--- config.mk ---
export PLATFORM = sky130hd
export DESIGN_NAME = pipe8_hazard_ctl
export DESIGN_NICKNAME = d
export VERILOG_FILES = /design/src/rtl/pipe8_hz_pkg.sv /design/src/rtl/hz_fwd_select.sv /design/src/rtl/hz_load_interlock.sv /design/src/rtl/hz_miss_ctl.sv /design/src/rtl/pipe8_hazard_ctl.sv
export SDC_FILE = /design/constraint.sdc
export NUM_CORES = 1
export LEC_CHECK = 0
export ABC_AREA = 1
export BUFFER_PORTS_ARGS = -buffer_cell sky130_fd_sc_hd__buf_2
export CORE_UTILIZATION = 45
export CTS_CLUSTER_DIAMETER = 40
export CTS_CLUSTER_SIZE = 12
export DETAILED_ROUTE_END_ITERATION = 10
export PLACE_DENSITY = 0.77
export SYNTH_ARGS = -nofsm -noshare
export SYNTH_HDL_FRONTEND = slang
export SYNTH_SLANG_ARGS = --single-unit
--- constraint.sdc ---
create_clock -name clk -period 1.2 [get_ports clk]
set_input_delay 0.12 -clock clk [delete_from_list [all_inputs] [get_ports clk]]
set_output_delay 0.12 -clock clk [all_outputs]
set_load 0.02 [all_outputs]
--- src/rtl/pipe8_hz_pkg.sv ---
package pipe8_hz_pkg;
  // Stages tracked by the controller, oldest last: X, DF, DS, DC, W.
  localparam int NSTG      = 5;
  localparam int ST_X      = 0;
  localparam int ST_DF     = 1;
  localparam int ST_DS     = 2;
  localparam int ST_DC     = 3;
  localparam int ST_W      = 4;
  // Stages whose load data is not yet bypassable by a consumer leaving D.
  localparam int LU_STAGES = 2;
  // Stages that carry a load flag (X..DC).
  localparam int LD_STAGES = 4;

  // Select code equals the stage index it points at; 0 means register file.
  typedef enum logic [2:0] {
    FWD_RF = 3'd0,
    FWD_DF = 3'd1,
    FWD_DS = 3'd2,
    FWD_DC = 3'd3,
    FWD_W  = 3'd4
  } fwd_sel_e;
endpackage

--- src/rtl/hz_fwd_select.sv ---
module hz_fwd_select
  import pipe8_hz_pkg::*;
#(
  parameter int REG_W = 5
) (
  input  logic                          clk,
  input  logic                          rst_n,
  input  logic                          src_valid,
  input  logic [REG_W-1:0]              src,
  input  logic [NSTG-2:0]               prod_valid, // DF..W
  input  logic [(NSTG-1)*REG_W-1:0]     prod_dst,   // DF..W
  output fwd_sel_e                      sel
);
  logic src_live;
  assign src_live = src_valid && (src != '0);

  // Walk from oldest (W) to youngest (DF); the last hit wins.
  always_comb begin
    sel = FWD_RF;
    for (int s = NSTG - 2; s >= 0; s--) begin
      if (src_live && prod_valid[s] && (prod_dst[s*REG_W +: REG_W] == src))
        sel = fwd_sel_e'(s + 1);
    end
  end

  // register 0 is never bypassed
  assert_r0_no_fwd_R2: assert property (@(posedge clk) disable iff (!rst_n)
    (src == '0) |-> (sel == FWD_RF));

  // an empty X slot never selects a bypass path
  assert_bubble_no_fwd_R6: assert property (@(posedge clk) disable iff (!rst_n)
    (!src_valid) |-> (sel == FWD_RF));
endmodule

--- src/rtl/hz_load_interlock.sv ---
module hz_load_interlock
  import pipe8_hz_pkg::*;
#(
  parameter int REG_W = 5
) (
  input  logic                          clk,
  input  logic                          rst_n,
  input  logic                          d_valid,
  input  logic [REG_W-1:0]              src_a,
  input  logic [REG_W-1:0]              src_b,
  input  logic [LU_STAGES-1:0]          ld_valid, // X, DF
  input  logic [LU_STAGES*REG_W-1:0]    ld_dst,
  input  logic [LU_STAGES-1:0]          ld_flag,
  output logic                          load_stall
);
  logic [LU_STAGES-1:0] hit;

  for (genvar s = 0; s < LU_STAGES; s++) begin : g_lu
    logic [REG_W-1:0] dst;
    logic             pend;
    assign dst  = ld_dst[s*REG_W +: REG_W];
    assign pend = ld_valid[s] && ld_flag[s] && (dst != '0);
    assign hit[s] = pend && ((dst == src_a) || (dst == src_b));
  end

  assign load_stall = d_valid && (|hit);

  // invalid D never interlocks
  assert_idle_d_no_stall_R5: assert property (@(posedge clk) disable iff (!rst_n)
    (!d_valid) |-> !load_stall);

  // register 0 sources never interlock
  assert_r0_no_stall_R5: assert property (@(posedge clk) disable iff (!rst_n)
    ((src_a == '0) && (src_b == '0)) |-> !load_stall);
endmodule

--- src/rtl/hz_miss_ctl.sv ---
module hz_miss_ctl (
  input  logic clk,
  input  logic rst_n,
  input  logic tag_miss,
  input  logic refill_done,
  output logic backup_req,
  output logic hold_all
);
  typedef enum logic {MC_RUN = 1'b0, MC_WAIT = 1'b1} mc_state_e;
  mc_state_e state_q, state_d;

  always_comb begin
    state_d = state_q;
    unique case (state_q)
      MC_RUN:  if (tag_miss)    state_d = MC_WAIT;
      MC_WAIT: if (refill_done) state_d = MC_RUN;
      default: state_d = MC_RUN;
    endcase
  end

  always_ff @(posedge clk) begin
    if (!rst_n) state_q <= MC_RUN;
    else        state_q <= state_d;
  end

  assign backup_req = (state_q == MC_RUN) && tag_miss;
  assign hold_all   = (state_q == MC_WAIT) || backup_req;

  // back-up request is a single-cycle pulse
  assert_backup_pulse_R7: assert property (@(posedge clk) disable iff (!rst_n)
    backup_req |=> !backup_req);

  // the freeze is still in force after the back-up cycle
  assert_hold_after_backup_R8: assert property (@(posedge clk) disable iff (!rst_n)
    backup_req |=> hold_all);

  // without refill completion the freeze persists
  assert_hold_until_refill_R8: assert property (@(posedge clk) disable iff (!rst_n)
    (hold_all && !backup_req && !refill_done) |=> hold_all);
endmodule

--- src/rtl/pipe8_hazard_ctl.sv ---
module pipe8_hazard_ctl
  import pipe8_hz_pkg::*;
#(
  parameter int REG_W = 5
) (
  input  logic                    clk,
  input  logic                    rst_n,
  input  logic                    d_valid,
  input  logic [REG_W-1:0]        d_src_a,
  input  logic [REG_W-1:0]        d_src_b,
  input  logic [NSTG-1:0]         stg_valid,
  input  logic [NSTG*REG_W-1:0]   stg_dst,
  input  logic [LD_STAGES-1:0]    stg_load,
  input  logic                    dc_tag_hit,
  input  logic                    refill_done,
  output logic [2:0]              fwd_a_sel,
  output logic [2:0]              fwd_b_sel,
  output logic                    stall_front,
  output logic                    bubble_x,
  output logic                    backup_req,
  output logic                    hold_all
);
  localparam int NOPS = 2;

  logic load_stall;
  logic tag_miss;

  // Load-use interlock against X and DF.
  hz_load_interlock #(.REG_W(REG_W)) u_lu (
    .clk        (clk),
    .rst_n      (rst_n),
    .d_valid    (d_valid),
    .src_a      (d_src_a),
    .src_b      (d_src_b),
    .ld_valid   (stg_valid[LU_STAGES-1:0]),
    .ld_dst     (stg_dst[LU_STAGES*REG_W-1:0]),
    .ld_flag    (stg_load[LU_STAGES-1:0]),
    .load_stall (load_stall)
  );

  // Tag-miss back-up and refill wait.
  assign tag_miss = stg_valid[ST_DC] && stg_load[ST_DC] && !dc_tag_hit;

  hz_miss_ctl u_miss (
    .clk         (clk),
    .rst_n       (rst_n),
    .tag_miss    (tag_miss),
    .refill_done (refill_done),
    .backup_req  (backup_req),
    .hold_all    (hold_all)
  );

  assign stall_front = load_stall || hold_all;
  assign bubble_x    = load_stall && !hold_all;

  // X-stage copy of the D sources.
  logic [REG_W-1:0] d_src   [NOPS];
  logic [REG_W-1:0] x_src_q [NOPS];
  logic             x_vld_q;
  fwd_sel_e         sel     [NOPS];

  assign d_src[0] = d_src_a;
  assign d_src[1] = d_src_b;

  always_ff @(posedge clk) begin
    if (!rst_n) begin
      x_vld_q <= 1'b0;
      for (int i = 0; i < NOPS; i++) x_src_q[i] <= '0;
    end else if (!hold_all) begin
      x_vld_q <= d_valid && !load_stall;
      for (int i = 0; i < NOPS; i++) x_src_q[i] <= d_src[i];
    end
  end

  for (genvar op = 0; op < NOPS; op++) begin : g_op
    hz_fwd_select #(.REG_W(REG_W)) u_sel (
      .clk        (clk),
      .rst_n      (rst_n),
      .src_valid  (x_vld_q),
      .src        (x_src_q[op]),
      .prod_valid (stg_valid[NSTG-1:1]),
      .prod_dst   (stg_dst[NSTG*REG_W-1:REG_W]),
      .sel        (sel[op])
    );
  end

  assign fwd_a_sel = sel[0];
  assign fwd_b_sel = sel[1];

  // a bubble is only inserted while the front is frozen
  assert_bubble_implies_stall_R3: assert property (@(posedge clk) disable iff (!rst_n)
    bubble_x |-> stall_front);

  // no bubble while the whole pipe is frozen
  assert_no_bubble_in_hold_R9: assert property (@(posedge clk) disable iff (!rst_n)
    hold_all |-> (stall_front && !bubble_x));

  // a frozen cycle leaves the X copy unchanged
  assert_xcopy_frozen_R9: assert property (@(posedge clk) disable iff (!rst_n)
    hold_all |=> ($stable(x_src_q[0]) && $stable(x_src_q[1]) && $stable(x_vld_q)));
endmodule

==> flow_summary.ini <==
[run_status]
violations = negative setup slack
outcome = finished with violations

[synth]
synth.avg_cell_area_um2 = 5.781
syn_nets = 315
ys_seq_area_frac = 0.2213
synth_edf_count = 10
synthFlopType = edfxtp_1
ys_types = 26
syn_inst = 266
synth_seq_cells = 12
async_reset_ff_frac = 0
yosysWarnings = 0
synth_area_mm2 = 0.001538

[sta]
finalCritPeriodShare = 1.513
finalCriticalPeriod_ns = 1.816
drv_slew = 0
setup_viol = 8
rsz0062_at_grt = yes
hold_violations = 0
relSlewSlack = 0.8052
worst-slew-pin-transition_ns = 0.2922
timing.fmax_mhz = 550.8
skew_ns = 0.006471
setup_ws_ns = -0.6156

[finish]
final_core_util = 0.7575
final_design_area_no_fill_mm2 = 0.002389
finalNetCount = 403
drive_above_1_share = 0.4108
diodes = 0
areaGrowthSynthToFinish_pct = 55.33

[cts]
cts.path.max_buffers = 2
cts_root_buffer = clkbuf_4
cts_sinks = 12
numCtsBuffers = 3
htreeDepth = 1
ctsHoldBuffers = 0
clock_latency_ns = 0.28
cts.clk_slew.worst_paths_ns = 0.07
cts_tree = yes

[run]
maxCapViolCount = 0

[setup_path]
timing_worst_setup_path_type = flip-flop to primary output
end_kind = primary output
crit_path_start_kind = flip-flop
worstPathArrival_ns = 1.70
slowest_delay_ns = 0.50
path_cells = xor2_1, a21oi_1, nand3_1, nor2_1, buf_4, a21oi_2, buf_4
cp_num_buf_inv = 2
cp_slowest_cell = edfxtp_1
critPathMostFrequentCell = buf_4
worst_ep_required_time_ns = 1.08
cp_top_family = flip-flops
path_max_fanout = 5

[power_and_ir_drop]
pwr-share-comb = 0.483
switching_share = 0.3701
p_seq_frac = 0.352
p_sw_uw = 571.0
p_int_uw = 971.8
p_leak_nw = 1.331
clkPwrFrac = 0.165
ir_drop_uv = 413.8
power.density_mw_per_mm2 = 645.9

[route]
postRouteAntennaNets = 0
route.detailed.drc = 0
wl_mm = 4.786
firstDrtPassIters = 4
detail_route.wl_per_cell_um = 12.06
viasPerCell = 5.003
drt_iter0_drc = 85
vias = 1986

[floorplan]
rows = 20
die_w_um = 60.46
core_mm2 = 0.003153
io_pins = 59
die_y_um = 60.46
start_util = 0.4877
dieArea_mm2 = 0.003655

[global_routing]
grt_usage = 0.2624
gr-total-overflow = 0
grt_max_degree = 12
antenna_found_initial = 0
grt_pass1_wl_mm = 7.017
grt_pass1_vias = 1720

[place]
port_buffers = 57
place_congestion = 0.9755
dp_hpwl_mm = 3.538
placed_cell_area_mm2 = 0.002066

[hold_path]
hp-class = input pin to flip-flop
-- area by class of cell --
cell class | instances | area [um2]
Multi-Input combinational cell | 205 | 1165
Fill cell | 270 | 764.5
Timing Repair Buffer | 90 | 638.1
Sequential cell | 12 | 341.6
Inverter | 42 | 162.7
Tap cell | 44 | 55.05
Clock buffer | 4 | 26.28
-- state kept, by name, indices dropped and copies added, names as in the netlist --
| name | cells |
|---|---|
| x_src_q | 10 |
| u_miss.state_q | 1 |
| x_vld_q | 1 |
-- Yosys cell counts (3+ instances only) --
library cell,instances,area [um2]
nand2_1,89,334.1
nand3_1,18,90.09
inv_1,39,146.4
nor3_1,4,20.02
nand4_1,6,37.54
inv_2,3,11.26
xnor2_1,7,61.31
xor2_1,17,148.9
nand2_2,3,18.77
nor2_1,30,112.6
buf_2,3,15.01
o21ai_0,4,20.02
edfxtp_1,10,300.3
a21oi_1,19,95.09
-- repair_timing --
| item | 4_1_cts | 5_1_grt |
|---|---|---|
| resized for setup | 46 | 22 |
| buffers inserted | 6 | 5 |
| endpoints found under the hold margin | 0 | 0 |
| endpoints found under the setup margin | 13 | 11 |
| pin swaps | 28 | 22 |
-- per-layer routing --
layer  up-vias  global-route usage  routed length (um)
met1       869              0.2985                1935
met4         0              0.1656                 186
met5         -                   0                   0
li1       1001                   -                   -
met2        96              0.4788                2401
met3        20             0.01279                 262
-- cell usage in the layout, fill, tap and decap left out, types with 5 or more instances in the layout --
cell	count
nand4_1	6
buf_6	16
nor2_1	24
inv_1	30
xnor2_1	5
inv_2	11
edfxtp_1	10
nand2_2	11
a21oi_1	17
nand2_1	77
buf_4	31
nor3_2	5
nor2_2	5
buf_2	42
nand3_1	15
xor2_1	17
-- per-stage QoR --
| stage | power [mW] | setup slack (ns) | cells | TNS [ns] | hold WS (ns) |
|---|---|---|---|---|---|
| floorplan | 0.9078 | -0.1480 | 266 | -0.6345 | 0.2159 |
| global placement | 1.150 | -0.3495 | 383 | -2.112 | 0.3006 |
| detailed placement | 1.162 | -0.3816 | 383 | -2.216 | 0.3023 |
| CTS | 1.483 | -0.6417 | 393 | -3.717 | 0.006621 |
| global route | 1.645 | -0.7497 | 397 | -4.513 | 0.01699 |
| finish | 1.543 | -0.6156 | 397 | -3.755 | 0.01039 |
-- power by group through the flow --
| stage | Combinational, mW | Clock, mW | Sequential [mW] |
|---|---|---|---|
| 3_3_place_gp | 0.600 | 0 | 0.551 |
| 4_1_cts | 0.681 | 0.259 | 0.543 |
| 5_1_grt | 0.819 | 0.276 | 0.550 |
| 3_5_place_dp | 0.609 | 0 | 0.552 |
| 2_1_floorplan | 0.381 | 0 | 0.527 |
| 6_report | 0.745 | 0.255 | 0.543 |
-- kinds of logic after synthesis --
group                     Yosys count  share of synthesized area
DFF                                12                     0.2213
buffers and inverters              49                     0.1318
xor gates and xnor gates           24                     0.1367
AOI/OAI and AO/OA                  25                    0.08381
and+or+nand+nor                   156                     0.4264
-- final timing paths --
path	from	to	slack, ns	depth (start not counted)
worst max-delay path	x_src_q[0][4]$_SDFFCE_PN0P_	fwd_a_sel[1]	-0.62	7
worst min-delay path	refill_done	u_miss.state_q$_SDFF_PN0_	0.01	2
worst max register to register	u_miss.state_q$_SDFF_PN0_	x_src_q[0][1]$_SDFFCE_PN0P_	0.04	4
worst min register to register	u_miss.state_q$_SDFF_PN0_	u_miss.state_q$_SDFF_PN0_	0.57	2
(Power assumes the default switching activity.)
